[src/rtl/zps_pkg.sv]
package zps_pkg;

    localparam int BYTE_W = 8;

    localparam logic [BYTE_W-1:0] PFX_X  = 8'hDD;
    localparam logic [BYTE_W-1:0] PFX_Y  = 8'hFD;
    localparam logic [BYTE_W-1:0] PFX_CB = 8'hCB;
    localparam logic [BYTE_W-1:0] PFX_ED = 8'hED;
    localparam logic [2:0]        MEM_FIELD = 3'd6;

    localparam logic [1:0] IDX_NONE = 2'd0;
    localparam logic [1:0] IDX_X    = 2'd1;
    localparam logic [1:0] IDX_Y    = 2'd2;

    localparam logic [1:0] PG_BASE = 2'd0;
    localparam logic [1:0] PG_CB   = 2'd1;
    localparam logic [1:0] PG_ED   = 2'd2;

    typedef enum logic [2:0] {
        S_OPEN,
        S_IDX,
        S_DISP,
        S_XCB_D,
        S_XCB_OP,
        S_CB,
        S_ED
    } seq_e;

    typedef struct packed {
        logic [1:0]        idx;
        logic [1:0]        page;
        logic [BYTE_W-1:0] op;
        logic [BYTE_W-1:0] disp;
        logic              mem;
        logic              half;
        logic              cb;
        logic              nop;
        logic              pv;
    } rec_t;

    typedef struct packed {
        seq_e              st;
        logic [1:0]        idx;
        logic [BYTE_W-1:0] op;
        logic [BYTE_W-1:0] disp;
        rec_t              rec;
        logic              vld;
        logic              rdy;
    } seq_t;

    function automatic logic [BYTE_W-1:0] pfx_of(input logic [1:0] idx);
        return (idx == IDX_X) ? PFX_X : PFX_Y;
    endfunction

endpackage

[src/rtl/zps_classify.sv]
module zps_classify
    import zps_pkg::*;
(
    input  logic [BYTE_W-1:0] op,
    output logic              mem_op,
    output logic              half_op,
    output logic              word_op
);

    logic [2:0] dst_f;
    logic [2:0] src_f;
    logic       dst_half;
    logic       src_half;

    always_comb begin
        dst_f    = op[5:3];
        src_f    = op[2:0];
        dst_half = (dst_f == 3'd4) || (dst_f == 3'd5);
        src_half = (src_f == 3'd4) || (src_f == 3'd5);
        mem_op   = 1'b0;
        half_op  = 1'b0;
        word_op  = 1'b0;
        case (op[7:6])
            2'b00: begin
                if (op inside {8'h09, 8'h19, 8'h29, 8'h39, 8'h21, 8'h22, 8'h2A, 8'h23, 8'h2B})
                    word_op = 1'b1;
                if (op inside {8'h24, 8'h25, 8'h26, 8'h2C, 8'h2D, 8'h2E})
                    half_op = 1'b1;
                if (op inside {8'h34, 8'h35, 8'h36})
                    mem_op = 1'b1;
            end
            2'b01: begin
                if (op != 8'h76) begin
                    if (src_f == MEM_FIELD || dst_f == MEM_FIELD)
                        mem_op = 1'b1;
                    else if (src_half || dst_half)
                        half_op = 1'b1;
                end
            end
            2'b10: begin
                if (src_f == MEM_FIELD)
                    mem_op = 1'b1;
                else if (src_half)
                    half_op = 1'b1;
            end
            default: begin
                if (op inside {8'hE1, 8'hE3, 8'hE5, 8'hE9, 8'hF9})
                    word_op = 1'b1;
            end
        endcase
    end

endmodule

[src/rtl/zps_refresh.sv]
module zps_refresh #(
    parameter int CNT_W = 8
) (
    input  logic             clk,
    input  logic             rst_n,
    input  logic             step,
    output logic [CNT_W-1:0] cnt
);

    localparam int LOW_W = CNT_W - 1;

    logic [CNT_W-1:0] cnt_d;
    logic [CNT_W-1:0] cnt_q;

    always_comb begin
        cnt_d = cnt_q;
        if (step)
            cnt_d = {cnt_q[CNT_W-1], cnt_q[LOW_W-1:0] + LOW_W'(1)};
    end

    always_ff @(posedge clk) begin
        if (!rst_n)
            cnt_q <= '0;
        else
            cnt_q <= cnt_d;
    end

    assign cnt = cnt_q;

endmodule

[src/rtl/zps_sequencer.sv]
module zps_sequencer
    import zps_pkg::*;
#(
    parameter int REFRESH_W = 8
) (
    input  logic                 clk,
    input  logic                 rst_n,
    input  logic                 in_valid,
    input  logic [7:0]           in_byte,
    output logic                 in_ready,
    output logic                 dec_valid,
    output logic [1:0]           dec_index,
    output logic [1:0]           dec_page,
    output logic [7:0]           dec_opcode,
    output logic [7:0]           dec_disp,
    output logic                 dec_mem_idx,
    output logic                 dec_half_idx,
    output logic                 dec_copyback,
    output logic                 dec_nop,
    output logic                 dec_pv_ie,
    output logic [REFRESH_W-1:0] refresh_cnt
);

    seq_t s_d;
    seq_t s_q;

    logic       acc;
    logic       step;
    logic       is_x;
    logic       is_y;
    logic       is_pfx;
    logic [1:0] new_idx;
    logic       mem_op;
    logic       half_op;
    logic       word_op;
    rec_t       r;

    zps_classify u_class (
        .op      (in_byte),
        .mem_op  (mem_op),
        .half_op (half_op),
        .word_op (word_op)
    );

    zps_refresh #(.CNT_W(REFRESH_W)) u_refresh (
        .clk   (clk),
        .rst_n (rst_n),
        .step  (step),
        .cnt   (refresh_cnt)
    );

    assign acc     = in_valid && s_q.rdy;
    assign is_x    = (in_byte == PFX_X);
    assign is_y    = (in_byte == PFX_Y);
    assign is_pfx  = is_x || is_y;
    assign new_idx = is_x ? IDX_X : IDX_Y;

    always_comb begin
        s_d     = s_q;
        s_d.vld = 1'b0;
        s_d.rdy = 1'b1;
        step    = 1'b0;
        r       = '0;
        r.op    = in_byte;
        if (acc) begin
            case (s_q.st)
                S_OPEN: begin
                    step = 1'b1;
                    if (is_pfx) begin
                        s_d.st  = S_IDX;
                        s_d.idx = new_idx;
                    end else if (in_byte == PFX_CB) begin
                        s_d.st = S_CB;
                    end else if (in_byte == PFX_ED) begin
                        s_d.st = S_ED;
                    end else begin
                        s_d.rec = r;
                        s_d.vld = 1'b1;
                    end
                end
                S_IDX: begin
                    step = 1'b1;
                    if (is_pfx || in_byte == PFX_ED) begin
                        r.op    = pfx_of(s_q.idx);
                        r.nop   = 1'b1;
                        s_d.rec = r;
                        s_d.vld = 1'b1;
                        if (is_pfx) begin
                            s_d.idx = new_idx;
                        end else begin
                            s_d.idx = IDX_NONE;
                            s_d.st  = S_ED;
                        end
                    end else if (in_byte == PFX_CB) begin
                        s_d.st = S_XCB_D;
                    end else if (mem_op) begin
                        s_d.op = in_byte;
                        s_d.st = S_DISP;
                    end else begin
                        if (half_op || word_op) begin
                            r.idx  = s_q.idx;
                            r.half = half_op;
                        end
                        s_d.rec = r;
                        s_d.vld = 1'b1;
                        s_d.st  = S_OPEN;
                    end
                end
                S_DISP: begin
                    r.idx   = s_q.idx;
                    r.op    = s_q.op;
                    r.disp  = in_byte;
                    r.mem   = 1'b1;
                    s_d.rec = r;
                    s_d.vld = 1'b1;
                    s_d.st  = S_OPEN;
                end
                S_XCB_D: begin
                    s_d.disp = in_byte;
                    s_d.st   = S_XCB_OP;
                end
                S_XCB_OP: begin
                    r.idx   = s_q.idx;
                    r.page  = PG_CB;
                    r.disp  = s_q.disp;
                    r.mem   = 1'b1;
                    r.cb    = (in_byte[2:0] != MEM_FIELD) && (in_byte[7:6] != 2'b01);
                    s_d.rec = r;
                    s_d.vld = 1'b1;
                    s_d.st  = S_OPEN;
                end
                S_CB: begin
                    step    = 1'b1;
                    r.page  = PG_CB;
                    s_d.rec = r;
                    s_d.vld = 1'b1;
                    s_d.st  = S_OPEN;
                end
                default: begin
                    step    = 1'b1;
                    r.page  = PG_ED;
                    r.nop   = (in_byte < 8'h40) || (in_byte >= 8'hC0);
                    r.pv    = (in_byte == 8'h77) || (in_byte == 8'h7F);
                    s_d.rec = r;
                    s_d.vld = 1'b1;
                    s_d.st  = S_OPEN;
                end
            endcase
        end
    end

    always_ff @(posedge clk) begin
        if (!rst_n) begin
            s_q     <= '0;
            s_q.st  <= S_OPEN;
        end else begin
            s_q <= s_d;
        end
    end

    assign in_ready     = s_q.rdy;
    assign dec_valid    = s_q.vld;
    assign dec_index    = s_q.rec.idx;
    assign dec_page     = s_q.rec.page;
    assign dec_opcode   = s_q.rec.op;
    assign dec_disp     = s_q.rec.disp;
    assign dec_mem_idx  = s_q.rec.mem;
    assign dec_half_idx = s_q.rec.half;
    assign dec_copyback = s_q.rec.cb;
    assign dec_nop      = s_q.rec.nop;
    assign dec_pv_ie    = s_q.rec.pv;

endmodule

[config.mk]
export PLATFORM = sky130hd
export DESIGN_NAME = zps_sequencer
export DESIGN_NICKNAME = d
export VERILOG_FILES = /design/src/rtl/zps_pkg.sv /design/src/rtl/zps_classify.sv /design/src/rtl/zps_refresh.sv /design/src/rtl/zps_sequencer.sv
export SDC_FILE = /design/constraint.sdc
export NUM_CORES = 1
export LEC_CHECK = 0
export BUFFER_PORTS_ARGS = -buffer_cell sky130_fd_sc_hd__clkbuf_2
export CAP_MARGIN = 40
export CORE_AREA = 2 2 94 96
export CTS_CLUSTER_DIAMETER = 30
export DETAILED_ROUTE_END_ITERATION = 7
export DIE_AREA = 0 0 96 98
export PLACE_DENSITY = 0.56
export SLEW_MARGIN = 15
export SYNTH_ARGS = -nofsm -noshare
export SYNTH_HDL_FRONTEND = slang
export SYNTH_SLANG_ARGS = --single-unit
[constraint.sdc]
create_clock -name clk -period 2.4 [get_ports clk]
set_input_delay 0.6 -clock clk [delete_from_list [all_inputs] [get_ports clk]]
set_output_delay 0.6 -clock clk [all_outputs]
set_load 0.02 [all_outputs]
Word-level counts from Yosys, hierarchy flattened
Cells that the tools add are included.

cells by class
  $mul = 0
  equal/unequal tests = 55
  reductions and logical operators = 26
  muxes and demuxes = 41
  divide/modulo/power cells = 0
  bitwise gates (word level) = 3
  shift-type cells = 0
  $lt $le $gt $ge = 2
  add/sub/neg operators = 1

operators by type and width
  operator                                                                      number
  26-bit two-way mux                                                            6
  26-bit case mux with 6 select lines                                           1
  8-bit by 6-bit == test with 1-bit output, second input constant               16
  8-bit == test, second input constant                                          9
  3-bit == test, second input constant                                          8
  8-bit by 7-bit == test with 1-bit output, second input constant               2
  1-bit two-way mux                                                             16
  3-bit two-way mux                                                             5
  2-bit two-way mux                                                             7
  3-bit != test, second input constant                                          4
  2-bit != test, second input constant                                          5
  1-bit logical OR                                                              9
  3-bit case mux with 3 select lines                                            1
  9-bit nonzero test                                                            1
  8-bit by 4-bit == test with 1-bit output, second input constant               1
  8-bit by 5-bit == test with 1-bit output, second input constant               1
  8-bit greater-or-equal comparator, second input constant                      1
  8-bit by 7-bit less-than comparator with 1-bit output, second input constant  1
  8-bit by 7-bit != test with 1-bit output, second input constant               1
  7-bit by 1-bit adder with 7-bit output, second input constant                 1
  7-bit AND reduction                                                           1
  3-bit by 2-bit == test with 1-bit output, second input constant               2
  6-bit two-way mux                                                             1
  1-bit case mux with 3 select lines                                            2
  other kinds (21)                                                              26

word-level totals
  input bits = 11
  bits in writable memories = 0
  output and inout port bits = 35
  bits in registers = 55
  memories kept = 0
  logic and storage cells = 144
  latch bits = 0
  bits in read-only memories = 0

Depth between registers and ports, before layout
Gate-level depths: netlist of the first run.

  depth after elaboration = 13
  depth in mapped cells = 9
  gate-level depth less buffers = 8

By module
A second synthesis of the first run with hierarchy kept.

second synthesis, totals
  cell total of the unflattened synthesis = 335
  area, all modules = 2936.6 µm²

modules (own cells, without submodules)
  module         seq. area each (µm²)  area an instance (µm²)  cells an instance  instances
  zps_sequencer  960.9                 2426.1                  273                1
  zps_refresh    140.1                 301.5                   31                 1
  zps_classify   0.0                   209.0                   31                 1

Least setup slack after synthesis of the first run
No wires, ideal clock.

  path kind = in2reg
  from = input port in_byte[3]
  to = register s_q[39] in the netlist's numbering
  arrival = 2088 ps
  setup slack = 196 ps
  setup time = 116 ps
  path buffers = 2
  stages = 8
  required time = 2284 ps
  path through = buf_2 nand3b_4 o2bb2a_4 o32ai_4 and4_1 buf_6 mux2i_1 nor2b_1

on the way
  longest elaborated chain between the ends = 6
  elaborated cells on any way between the ends = 20
  classes of those cells = eq/ne: 9; mux: 4; bitwise: 2; reduce/logical: 5

ends and longest elaborated chain
  element                             line                 text
  start: declaration                  zps_sequencer.sv:9   input logic [7:0] in_byte,
  3-bit == test                       zps_classify.sv:34   if (src_f == MEM_FIELD || dst_f == MEM_FIELD)
  1-bit logical OR                    zps_classify.sv:34
  1-bit two-way mux                   zps_classify.sv:34
  1-bit two-way mux                   zps_classify.sv:33   if (op != 8'h76) begin
  1-bit case mux with 3 select lines  zps_classify.sv:23   case (op[7:6])
  5-bit AND reduction (no line) *     n/a
  end: declaration                    zps_sequencer.sv:25  seq_t s_q;

Mark *: on every way between the ends. The rest lies on a longest branch, timed or not.
A chain may end at the register's enable or synchronous reset.

Worst setup path in the final report of the first run
  from = input port in_byte[6]
  to = register s_q (netlist bit dec_half_idx)

on the way
  longest elaborated chain between the ends = 10
  elaborated cells on any way between the ends = 59
  classes of those cells = eq/ne: 35; mux: 14; reduce/logical: 10

ends and longest elaborated chain
  element                                                                                   line                                                        text
  8-bit by 4-bit == test with 1-bit output (tied with other cells)                          zps_classify.sv:25                                          if (op inside {8'h09, 8'h19, 8'h29, 8'h39, 8'h21, 8'h22, 8'h2A, 8'h23, 8'h2B})
  9-bit nonzero test (tied with other cells)                                                zps_classify.sv:25
  1-bit two-way mux, on equally long branches                                               zps_classify.sv:25, zps_classify.sv:47, zps_classify.sv:27
  1-bit case mux with 2 select lines or 1-bit case mux with 3 select lines (tied branches)  zps_classify.sv:23
  1-bit logical OR                                                                          zps_sequencer.sv:100                                        if (half_op || word_op) begin
  1-bit two-way mux                                                                         zps_sequencer.sv:100
  26-bit two-way mux                                                                        zps_sequencer.sv:96                                         end else if (mem_op) begin
  26-bit two-way mux                                                                        zps_sequencer.sv:94                                         end else if (in_byte == PFX_CB) begin
  26-bit two-way mux                                                                        zps_sequencer.sv:83                                         if (is_pfx || in_byte == PFX_ED) begin
  26-bit case mux with 6 select lines                                                       zps_sequencer.sv:66                                         case (s_q.st)

Several ways; a longest one is shown, not always the timed one. The select of a mux whose other input is x is not followed.

==> results of run 1 <==
## worst paths after layout
check / start / cells past startpoint / to
worst min register to register: dec_mem_idx / 2 / dec_mem_idx
worst max-delay path: in_byte[6] / 9 / dec_half_idx
worst min-delay path: dec_mem_idx / 2 / dec_mem_idx
worst max register to register: s_q[47] / 7 / dec_opcode[3]
## worst max-delay path, cell delays in order
cell and delay (ns):
clkbuf_2 0.12, ha_1 0.26, nand3b_1 0.15, nor4_2 0.06, a221o_1 0.38, a21o_1 0.22
nor4_1 0.39, buf_4 0.17, o21a_1 0.09
## cell type report
type / instances / area (um^2) / area share (%)
Multi-Input combinational cell: 268 / 1870 / 48.6
Sequential cell: 55 / 1100 / 28.6
Timing Repair Buffer: 92 / 593 / 15.4
Tap cell: 108 / 135 / 3.51
Clock buffer: 5 / 68.8 / 1.79
Clock inverter: 3 / 47.5 / 1.24
Inverter: 9 / 33.8 / 0.878
## layer usage
layer	global-route usage [%]	wire, um	up-vias
met5	0	0	-
li1	-	-	1434
met4	4.62	68	0
met3	2.85	392	4
met1	28.2	4250	1340
met2	28.5	3770	60
## power by group through the flow
stage,Combinational [W],Clock (W),Sequential [W]
after floorplan,0.000158,0,0.000959
after global placement,0.000249,0,0.000956
after detailed placement,0.000250,0,0.000956
after CTS,0.000251,0.000667,0.000935
after global routing,0.000273,0.000706,0.000938
final,0.000250,0.000643,0.000935
## cells in the mapped netlist, types with 4 or more instances
master / count / area [um^2]
a21boi_1: 14 / 105
a21oi_1: 15 / 75.1
a22o_1: 8 / 70.1
and2_1: 8 / 50.1
and3_1: 5 / 31.3
buf_2: 9 / 45.0
buf_4: 21 / 158
clkbuf_1: 16 / 60.1
dfxtp_1: 55 / 1100
ha_1: 6 / 75.1
inv_1: 9 / 33.8
mux2i_1: 18 / 180
nand2_1: 28 / 105
nand3_1: 27 / 135
nand4_1: 7 / 43.8
nor2_1: 15 / 56.3
nor2b_1: 24 / 150
nor3_1: 7 / 35.0
o21a_1: 4 / 30.0
o21ai_0: 14 / 70.1
o31ai_1: 4 / 30.0
## sequential cells by signal (all words and copies together), names as in the netlist
register,count
s_q,21
dec_disp,8
dec_opcode,8
u_refresh.cnt,7
dec_index,2
dec_page,2
dec_copyback,1
dec_half_idx,1
dec_mem_idx,1
dec_nop,1
dec_pv_ie,1
dec_valid,1
in_ready,1
## layout by cell type (no fill, tap or decap), types with 2 or more instances in the layout
cell	count
a21boi_1	14
a21oi_1	15
a22o_1	8
a311o_1	3
a31oi_1	3
a32o_1	2
and2_1	8
and3_1	5
and4_1	2
buf_4	47
clkbuf_2	44
clkbuf_8	5
dfxtp_1	55
ha_1	6
inv_1	9
mux2i_1	18
nand2_1	28
nand2b_1	3
nand3_1	27
nand3b_1	2
nand3b_4	2
nand4_1	7
nor2_1	15
nor2b_1	24
nor3_1	7
nor3b_1	3
o2111ai_1	2
o211ai_2	2
o21a_1	4
o21ai_0	14
o221a_1	2
o31ai_1	4
or3_1	3
or3b_2	2
or4_1	2
xnor2_1	3
xor2_1	3
## stage by stage
step	setup TNS [ns]	utilization [%]	area [um^2]
after CTS	0	45.4	3850
final	0	45.4	3850
after detailed placement	-0.698	44.1	3730
after global placement	-0.512	44.1	3730
after floorplan	0	-	3310
after global routing	0	45.4	3850
## logic make-up (layout without fill, tap and decap cells)
group,count (synthesis),after routing
compound gates,85,85
flops,55,55
mux,19,19
fa+ha+maj,6,6
xor+xnor,7,7
buf+inv,60,109
simple gates,150,150
other cells,1,1
==> impl_metrics.yaml, run 1 <==
final_layout:
  area_growth_pct: 16.3
  nFillCells: 869
  diodes: 0
  nNetsFinal: 448
  instances_no_fill: 540
  drive_gt1_share_pct: 27.5
pwr:
  comb_power_share_pct: 13.7
  peakVddDrop_uv: 195
  p_total_w: 0.00183
  internal_power_w: 0.00135
  powerDensity_nw_per_um2: 475
  clkPwrFrac_pct: 35.2
  p_switching_w: 0.000480
  sequentialPowerShare_pct: 51.1
  p_leak_nw: 1.57
  switching_share_pct: 26.3
place:
  portBuffers: 44
  globalplace.congestion: 0.914
  dp.cells: 532
  post-place-ws_ns: -0.141
  dp_hpwl_um: 6430
synthesis:
  synth_cells: 383
  synthMuxAreaShare_pct: 5.79
  synthArstFlopShare_pct: 0
  synth-simple-area-share_pct: 26.6
  ys_ff_latch: 55
  synth-adder-area-share_pct: 2.27
  syn_avg_cell_area_um2: 8.63
  ys_seq_area_share_pct: 33.3
  syn_nets: 400
  synth_xor_area_share_pct: 2.08
  synth_top_family_by_area: "simple AND/OR/NAND/NOR gates"
  synth_compound_area_share_pct: 19.7
  synth_edf_count: 0
  yosysUniqueCellTypes: 64
  yosys_warnings: 0
  mappedNetlistArea_um2: 3310
  synth-main-ff-cell: "dfxtp_1"
sta:
  worst_pin_slew_ns: 0.521
  grt_setup_unrepaired: "false"
  finClkSkew_ns: 0.00569
  setup_viol: 0
  finalCritPeriodShare_pct: 91.4
  finalCriticalPeriod_ns: 2.19
  drv_slew: 0
  setup_slack_ns: 0.206
  whs_ns: 0.457
  fmax_mhz: 456
  slew_headroom_pct: 65.0
  hold_violations: 0
clock_network:
  cts_hold_buf: 0
  cts_sinks: 55
  cts_htree_levels: 2
  clk_latency_ns: 0.31
  cts_tree: "done"
  post_cts_resize_count: 0
  clockRootBuffer: "clkbuf_8"
  clock_path_buffers: 2
  path_clk_slew_ns: 0.10
  cts_made_buffers: 5
  post_cts_buffers: 0
routing:
  drt_pre_antenna_iters: 4
  viasPerCell: 5.26
  routedWlPerCell_um: 15.7
  drt-initial-drc-count: 230
  ant_nets: 0
  drc: 0
  vias: 2838
  drt_wl_total_um: 8480
floorplan:
  initial_utilization_pct: 39.1
  die_x_um: 96
  pin_count: 46
  fp.coreArea_um2: 8470
  die_h_um: 98
  die_area_um2: 9410
  rows: 34
setup_path:
  crit_type: "in -> reg"
  crit_fanout: 6
  worstPathArrival_ns: 2.46
  rrSetupSlack_ns: 0.30
  crit_required_ns: 2.67
  startpoint_type: "primary input"
  cp-end-kind: "flip-flop"
job:
  cap_violations: 0
grt:
  grt_pass1_vias: 2731
  grt_usage_pct: 18.9
  antenna_found_initial: 0
  grt_remaining_overflow: 0
  grt_max_degree: 33
  grt_pass1_wl_um: 14000
run_status:
  outcome: "finished clean"
hold_path:
  hp-class: "reg -> reg"
(Power assumes the default switching activity.)
==> run 2, diff against run 1 <==
- CELL_PAD_IN_SITES_DETAIL_PLACEMENT: default -> 1
- CELL_PAD_IN_SITES_GLOBAL_PLACEMENT: default -> 2
- CORE_AREA: 2 2 94 96 -> 2 2 101 103
- DIE_AREA: 0 0 96 98 -> 0 0 103 105
- PLACE_DENSITY: 0.56 -> 0.76
==> run 2 against run 1 <==
Cell count increased by 6.5%. Global-route usage increased by 0.083 points. Utilization fell by 4.3 points. Power rose by 1.4%. Routed wire length grew 16%. Critical path depth up 2. Setup slack got worse by 0.048 ns. Die area increased by 15%. Clock skew up 0.0050 ns. Register-to-register slack lost 0.02 ns. Flip-flop and latch count is the same. Design area is 3.2% higher. Critical path type unchanged. Largest power group unchanged. Highest routed layer unchanged.
==> impl_metrics.yaml, run 2 (synthesis gave the netlist of run 1 again) <==
run_status:
  outcome: "finished clean"
floorplan:
  initial_utilization_pct: 34.3
  die_h_um: 105
  rows: 36
  fp.coreArea_um2: 9640
  die_x_um: 103
  die_area_um2: 10800
  pin_count: 46
grt:
  grt_max_degree: 29
  grt_pass1_wl_um: 16100
  grt_remaining_overflow: 0
  antenna_found_initial: 0
  grt_pass1_vias: 3123
  grt_usage_pct: 19.0
sta:
  setup_tns_ns: 0
  worst_pin_slew_ns: 0.538
  hold_violations: 0
  drv_slew: 0
  grt_setup_unrepaired: "false"
  setup_viol: 0
  fmax_mhz: 446
  slew_headroom_pct: 64.1
  finalCriticalPeriod_ns: 2.24
  finalCritPeriodShare_pct: 93.4
  finClkSkew_ns: 0.0107
clock_network:
  cts_tree: "done"
  clockRootBuffer: "clkbuf_8"
  path_clk_slew_ns: 0.10
  cts_sinks: 55
  clk_latency_ns: 0.31
  cts_hold_buf: 0
  cts_htree_levels: 2
  clock_path_buffers: 2
  cts_made_buffers: 5
routing:
  routedWlPerCell_um: 17.1
  drt_wl_total_um: 9830
  vias: 3006
  viasPerCell: 5.23
  drc: 0
  drt_pre_antenna_iters: 4
  ant_nets: 0
  drt-initial-drc-count: 134
setup_path:
  crit_required_ns: 2.61
  crit_type: "in -> reg"
  startpoint_type: "primary input"
  max_stage_delay_ns: 0.34
  worstPathArrival_ns: 2.45
  cp-end-kind: "flip-flop"
  regToRegStartpoint: "s_q[47]"
  cpMostUsedCell: "inv_1"
  path_delay_family: "buffers and inverters"
  crit_start: "in_byte[7]"
  worstPathCellList: "clkbuf_2 -> buf_12 -> inv_1 -> ha_2 -> inv_1 -> o2bb2a_4 -> o32ai_4 -> and4_1 -> buf_4 -> mux2i_1 -> nor2b_1"
  crit_fanout: 8
  path_buf_inv: 5
  crit_slowest_cell: "o32ai_4"
pwr:
  peakVddDrop_uv: 223
  p_leak_nw: 1.62
  powerDensity_nw_per_um2: 467
  p_total_w: 0.00185
final_layout:
  drive_gt1_share_pct: 29.4
  largest_reg_flops: 21
  final_cell_mix: "buf_4 (56), dfxtp_1 (55), clkbuf_2 (44)"
  nNetsFinal: 458
  final_common_cell: "buf_4"
  registers.top_by_ff_count: "s_q"
  area_growth_pct: 20.1
  diodes: 0
  stdcell_area_um2: 3970
  nFillCells: 1190
job:
  cap_violations: 0
hold_path:
  hp-class: "reg -> reg"
  worstHoldStart: "dec_mem_idx"
place:
  postPlaceCellArea_um2: 3840
  globalplace.congestion: 0.897
  dp_hpwl_um: 7500
  portBuffers: 44
run 2: final cells by class:
cell class | count | area, um^2 | share of cell area, %
multi-input combinational | 268 | 1870 | 47.1
clock buffer | 6 | 82.6 | 2.08
tap | 133 | 166 | 4.19
sequential | 55 | 1100 | 27.7
clock inverter | 2 | 35.0 | 0.882
timing repair buffer | 102 | 681 | 17.1
inverter | 9 | 33.8 | 0.851
run 2: repair_timing:
| action | 4_1_cts | 5_1_grt |
|---|---|---|
| buffers inserted | 0 | 1 |
| gates resized for setup | 0 | 1 |
| setup endpoints to repair | 0 | 11 |
run 2: power breakdown:
part,internal (W),switching [W]
Sequential,0.000925,0.00000899
Combinational,0.000117,0.000154
Clock,0.000338,0.000310
Total,0.00138,0.000473
run 2: metal layers:
| metal | wire length [um] | global-route usage, % | vias to the layer above |
|---|---|---|---|
| met1 | 4580 | 25.3 | 1491 |
| met5 | 0 | 0 | - |
| met4 | 106 | 4.32 | 0 |
| met3 | 270 | 2.61 | 9 |
| met2 | 4880 | 32.2 | 56 |
| li1 | - | - | 1450 |
run 2: final timing paths:
path / slack (ns) / depth (start not counted) / end
setup / recovery: 0.16 / 11 / s_q[42]
hold / removal: 0.46 / 2 / dec_mem_idx
hold reg to reg: 0.46 / 2 / dec_mem_idx
setup reg to reg: 0.28 / 7 / dec_pv_ie
run 2: worst reg2reg max path: cells and delay by family (launching register included):
| kind | cells | cell delay [ns] |
|---|---|---|
| AOI/OAI and AO/OA | 4 | 0.72 |
| and+or+nand+nor | 2 | 0.65 |
| DFF | 1 | 0.51 |
| buffers and inverters | 1 | 0.19 |
run 2: per-stage QoR:
step | util, % | setup slack (ns) | instances | hold slack (ns)
floorplan | - | 0.196 | 383 | 0.431
global placement | 39.9 | -0.164 | 566 | 0.439
detailed placement | 39.9 | -0.261 | 566 | 0.449
CTS | 41.1 | 0.0633 | 574 | 0.463
global route | 41.2 | 0.0270 | 575 | 0.484
finish | 41.2 | 0.159 | 575 | 0.457
==> run 3, diff against run 2 <==
--- a/config.mk
+++ b/config.mk
@@ -15,2 +15,3 @@
 export DIE_AREA = 0 0 103 105
+export MAX_ROUTING_LAYER = met4
 export PLACE_DENSITY = 0.76
==> constraint.sdc (replaced) <==
create_clock -name clk -period 2.3 [get_ports clk]
set_input_delay 0.23 -clock clk [delete_from_list [all_inputs] [get_ports clk]]
set_output_delay 0.23 -clock clk [all_outputs]
set_load 0.02 [all_outputs]
==> run 3 against run 2 <==
Hold slack lost 0.23 ns. First-iteration DRC count shrank 14%. Design area shrank 4.2%. Setup slack gained 0.047 ns. Sequential power grew 4.4%. Die area is the same. Flip-flop and latch count is the same. Routed wire length shrank 4.0%. Global-route usage grew 0.069 points. Critical path depth shrank 4. Clock skew shrank 0.0045 ns. Clock-buffer cell count is the same. Critical endpoint is now s_q[39]. Largest cell class unchanged. Largest power group unchanged.
==> impl_metrics.yaml, run 3 (synthesis gave the netlist of run 1 again) <==
run_status:
  outcome: "finished clean"
final_layout:
  nFillCells: 1203
  nNetsFinal: 436
  largest_reg_flops: 21
  final_common_cell: "dfxtp_1"
  instances_no_fill: 553
  drive_gt1_share_pct: 25.5
  final_cell_mix: "dfxtp_1 (55), clkbuf_2 (44), buf_4 (34)"
  area_growth_pct: 15.0
  diodes: 0
  registers.top_by_ff_count: "s_q"
routing:
  ant_nets: 0
  vias: 2861
  drc: 0
  drt_wl_total_um: 9440
  drt_pre_antenna_iters: 4
  drt-initial-drc-count: 115
  routedWlPerCell_um: 17.1
  viasPerCell: 5.17
floorplan:
  die_h_um: 105
  die_x_um: 103
  pin_count: 46
  fp.coreArea_um2: 9640
  initial_utilization_pct: 34.3
  die_area_um2: 10800
  rows: 36
hold_path:
  hold_path_depth: 3
  worstHoldStart: "in_byte[6]"
  hp-class: "in -> reg"
  holdPathEnd: "dec_opcode[6]"
pwr:
  peakVddDrop_uv: 221
  powerDensity_nw_per_um2: 504
  comb_power_share_pct: 13.4
  internal_power_w: 0.00142
  switching_share_pct: 25.9
  clkPwrFrac_pct: 35.8
  sequentialPowerShare_pct: 50.8
  p_leak_nw: 1.51
  p_switching_w: 0.000497
setup_path:
  reg2reg_depth: 7
  crit_fanout: 11
  startpoint_type: "flip-flop"
  rrSetupSlack_ns: 0.21
  cp-end-kind: "flip-flop"
  worstPathArrival_ns: 2.31
  crit_required_ns: 2.52
  regToRegStartpoint: "s_q[46]"
  reg2reg_to: "s_q[39]"
  crit_type: "reg -> reg"
grt:
  antenna_found_initial: 0
  met1_usage_pct: 25.7
  use_met2_pct: 29.8
  grt_pass1_wl_um: 15800
  grt_usage_pct: 19.1
  top_usage_layer: "met2"
  grt_remaining_overflow: 0
  grt_pass1_vias: 2969
  grt_max_degree: 49
  met3_usage_pct: 2.88
sta:
  hold_violations: 0
  finalCritPeriodShare_pct: 91.1
  fmax_mhz: 478
  setup_tns_ns: 0
  grt_setup_unrepaired: "false"
  finClkSkew_ns: 0.00617
  setup_viol: 0
  setup_slack_ns: 0.206
  drv_slew: 0
  finalCriticalPeriod_ns: 2.09
clock_network:
  path_clk_slew_ns: 0.10
  cts_tree: "done"
  post_cts_buffers: 0
  clockRootBuffer: "clkbuf_8"
  clock_path_buffers: 2
  clk_latency_ns: 0.32
  cts_htree_levels: 2
  cts_hold_buf: 0
  cts_made_buffers: 5
  cts_sinks: 55
  post_cts_resize_count: 0
place:
  globalplace.congestion: 0.940
  post-place-ws_ns: 0.0452
  dp_hpwl_um: 7110
  dp.cells: 545
  portBuffers: 44
job:
  cap_violations: 0
## run 3: final cells by class
| cell class | instances | area [um^2] | area share (%) |
|---|---|---|---|
| Clock buffer | 6 | 82.6 | 2.17 |
| Clock inverter | 2 | 35.0 | 0.921 |
| Inverter | 9 | 33.8 | 0.888 |
| Multi-Input combinational cell | 268 | 1870 | 49.1 |
| Sequential cell | 55 | 1100 | 29.0 |
| Tap cell | 133 | 166 | 4.38 |
| Timing Repair Buffer | 80 | 515 | 13.6 |
## run 3: worst max path at each step
stage	cells after the start	end	from
finish	7	s_q[39]	s_q[46]
global route	7	dec_pv_ie	s_q[46]
CTS	7	dec_pv_ie	s_q[46]
detailed placement	10	s_q[39]	in_byte[7]
global placement	10	s_q[39]	in_byte[7]
floorplan	8	s_q[39]	in_byte[3]
## run 3: per-stage QoR
step           hold slack [ns]  total power [W]  utilization, %  instance area (um^2)
2_1_floorplan            0.258          0.00117               -                  3310
3_3_place_gp             0.444          0.00125            38.2                  3680
3_5_place_dp             0.448          0.00125            38.2                  3680
4_1_cts                  0.216          0.00195            39.4                  3800
5_1_grt                  0.275          0.00200            39.4                  3800
6_report                 0.227          0.00192            39.4                  3800
## run 3: worst max-delay path, cell delays in order, from the launching register on
cell and delay, ns:
dfxtp_1 0.40, buf_4 0.21, or3b_4 0.42, nor2_1 0.21, and4_1 0.29, buf_4 0.19
mux2i_1 0.20, nor2b_1 0.06
## run 3: power groups by stage
stage / clock (W) / combinational [W] / sequential [W]
after floorplan: 0 / 0.000165 / 0.00100
after global placement: 0 / 0.000255 / 0.000997
after detailed placement: 0 / 0.000257 / 0.000998
after CTS: 0.000711 / 0.000259 / 0.000976
after global routing: 0.000737 / 0.000282 / 0.000979
final: 0.000686 / 0.000257 / 0.000975
## run 3: per-layer routing
| metal | share of wire (%) | wire length, um | vias up |
|---|---|---|---|
| met5 | 0 | 0 | - |
| met4 | 1.4 | 133 | 0 |
| met3 | 2.9 | 272 | 11 |
| met2 | 47 | 4480 | 50 |
| met1 | 48 | 4550 | 1392 |
| li1 | - | - | 1408 |
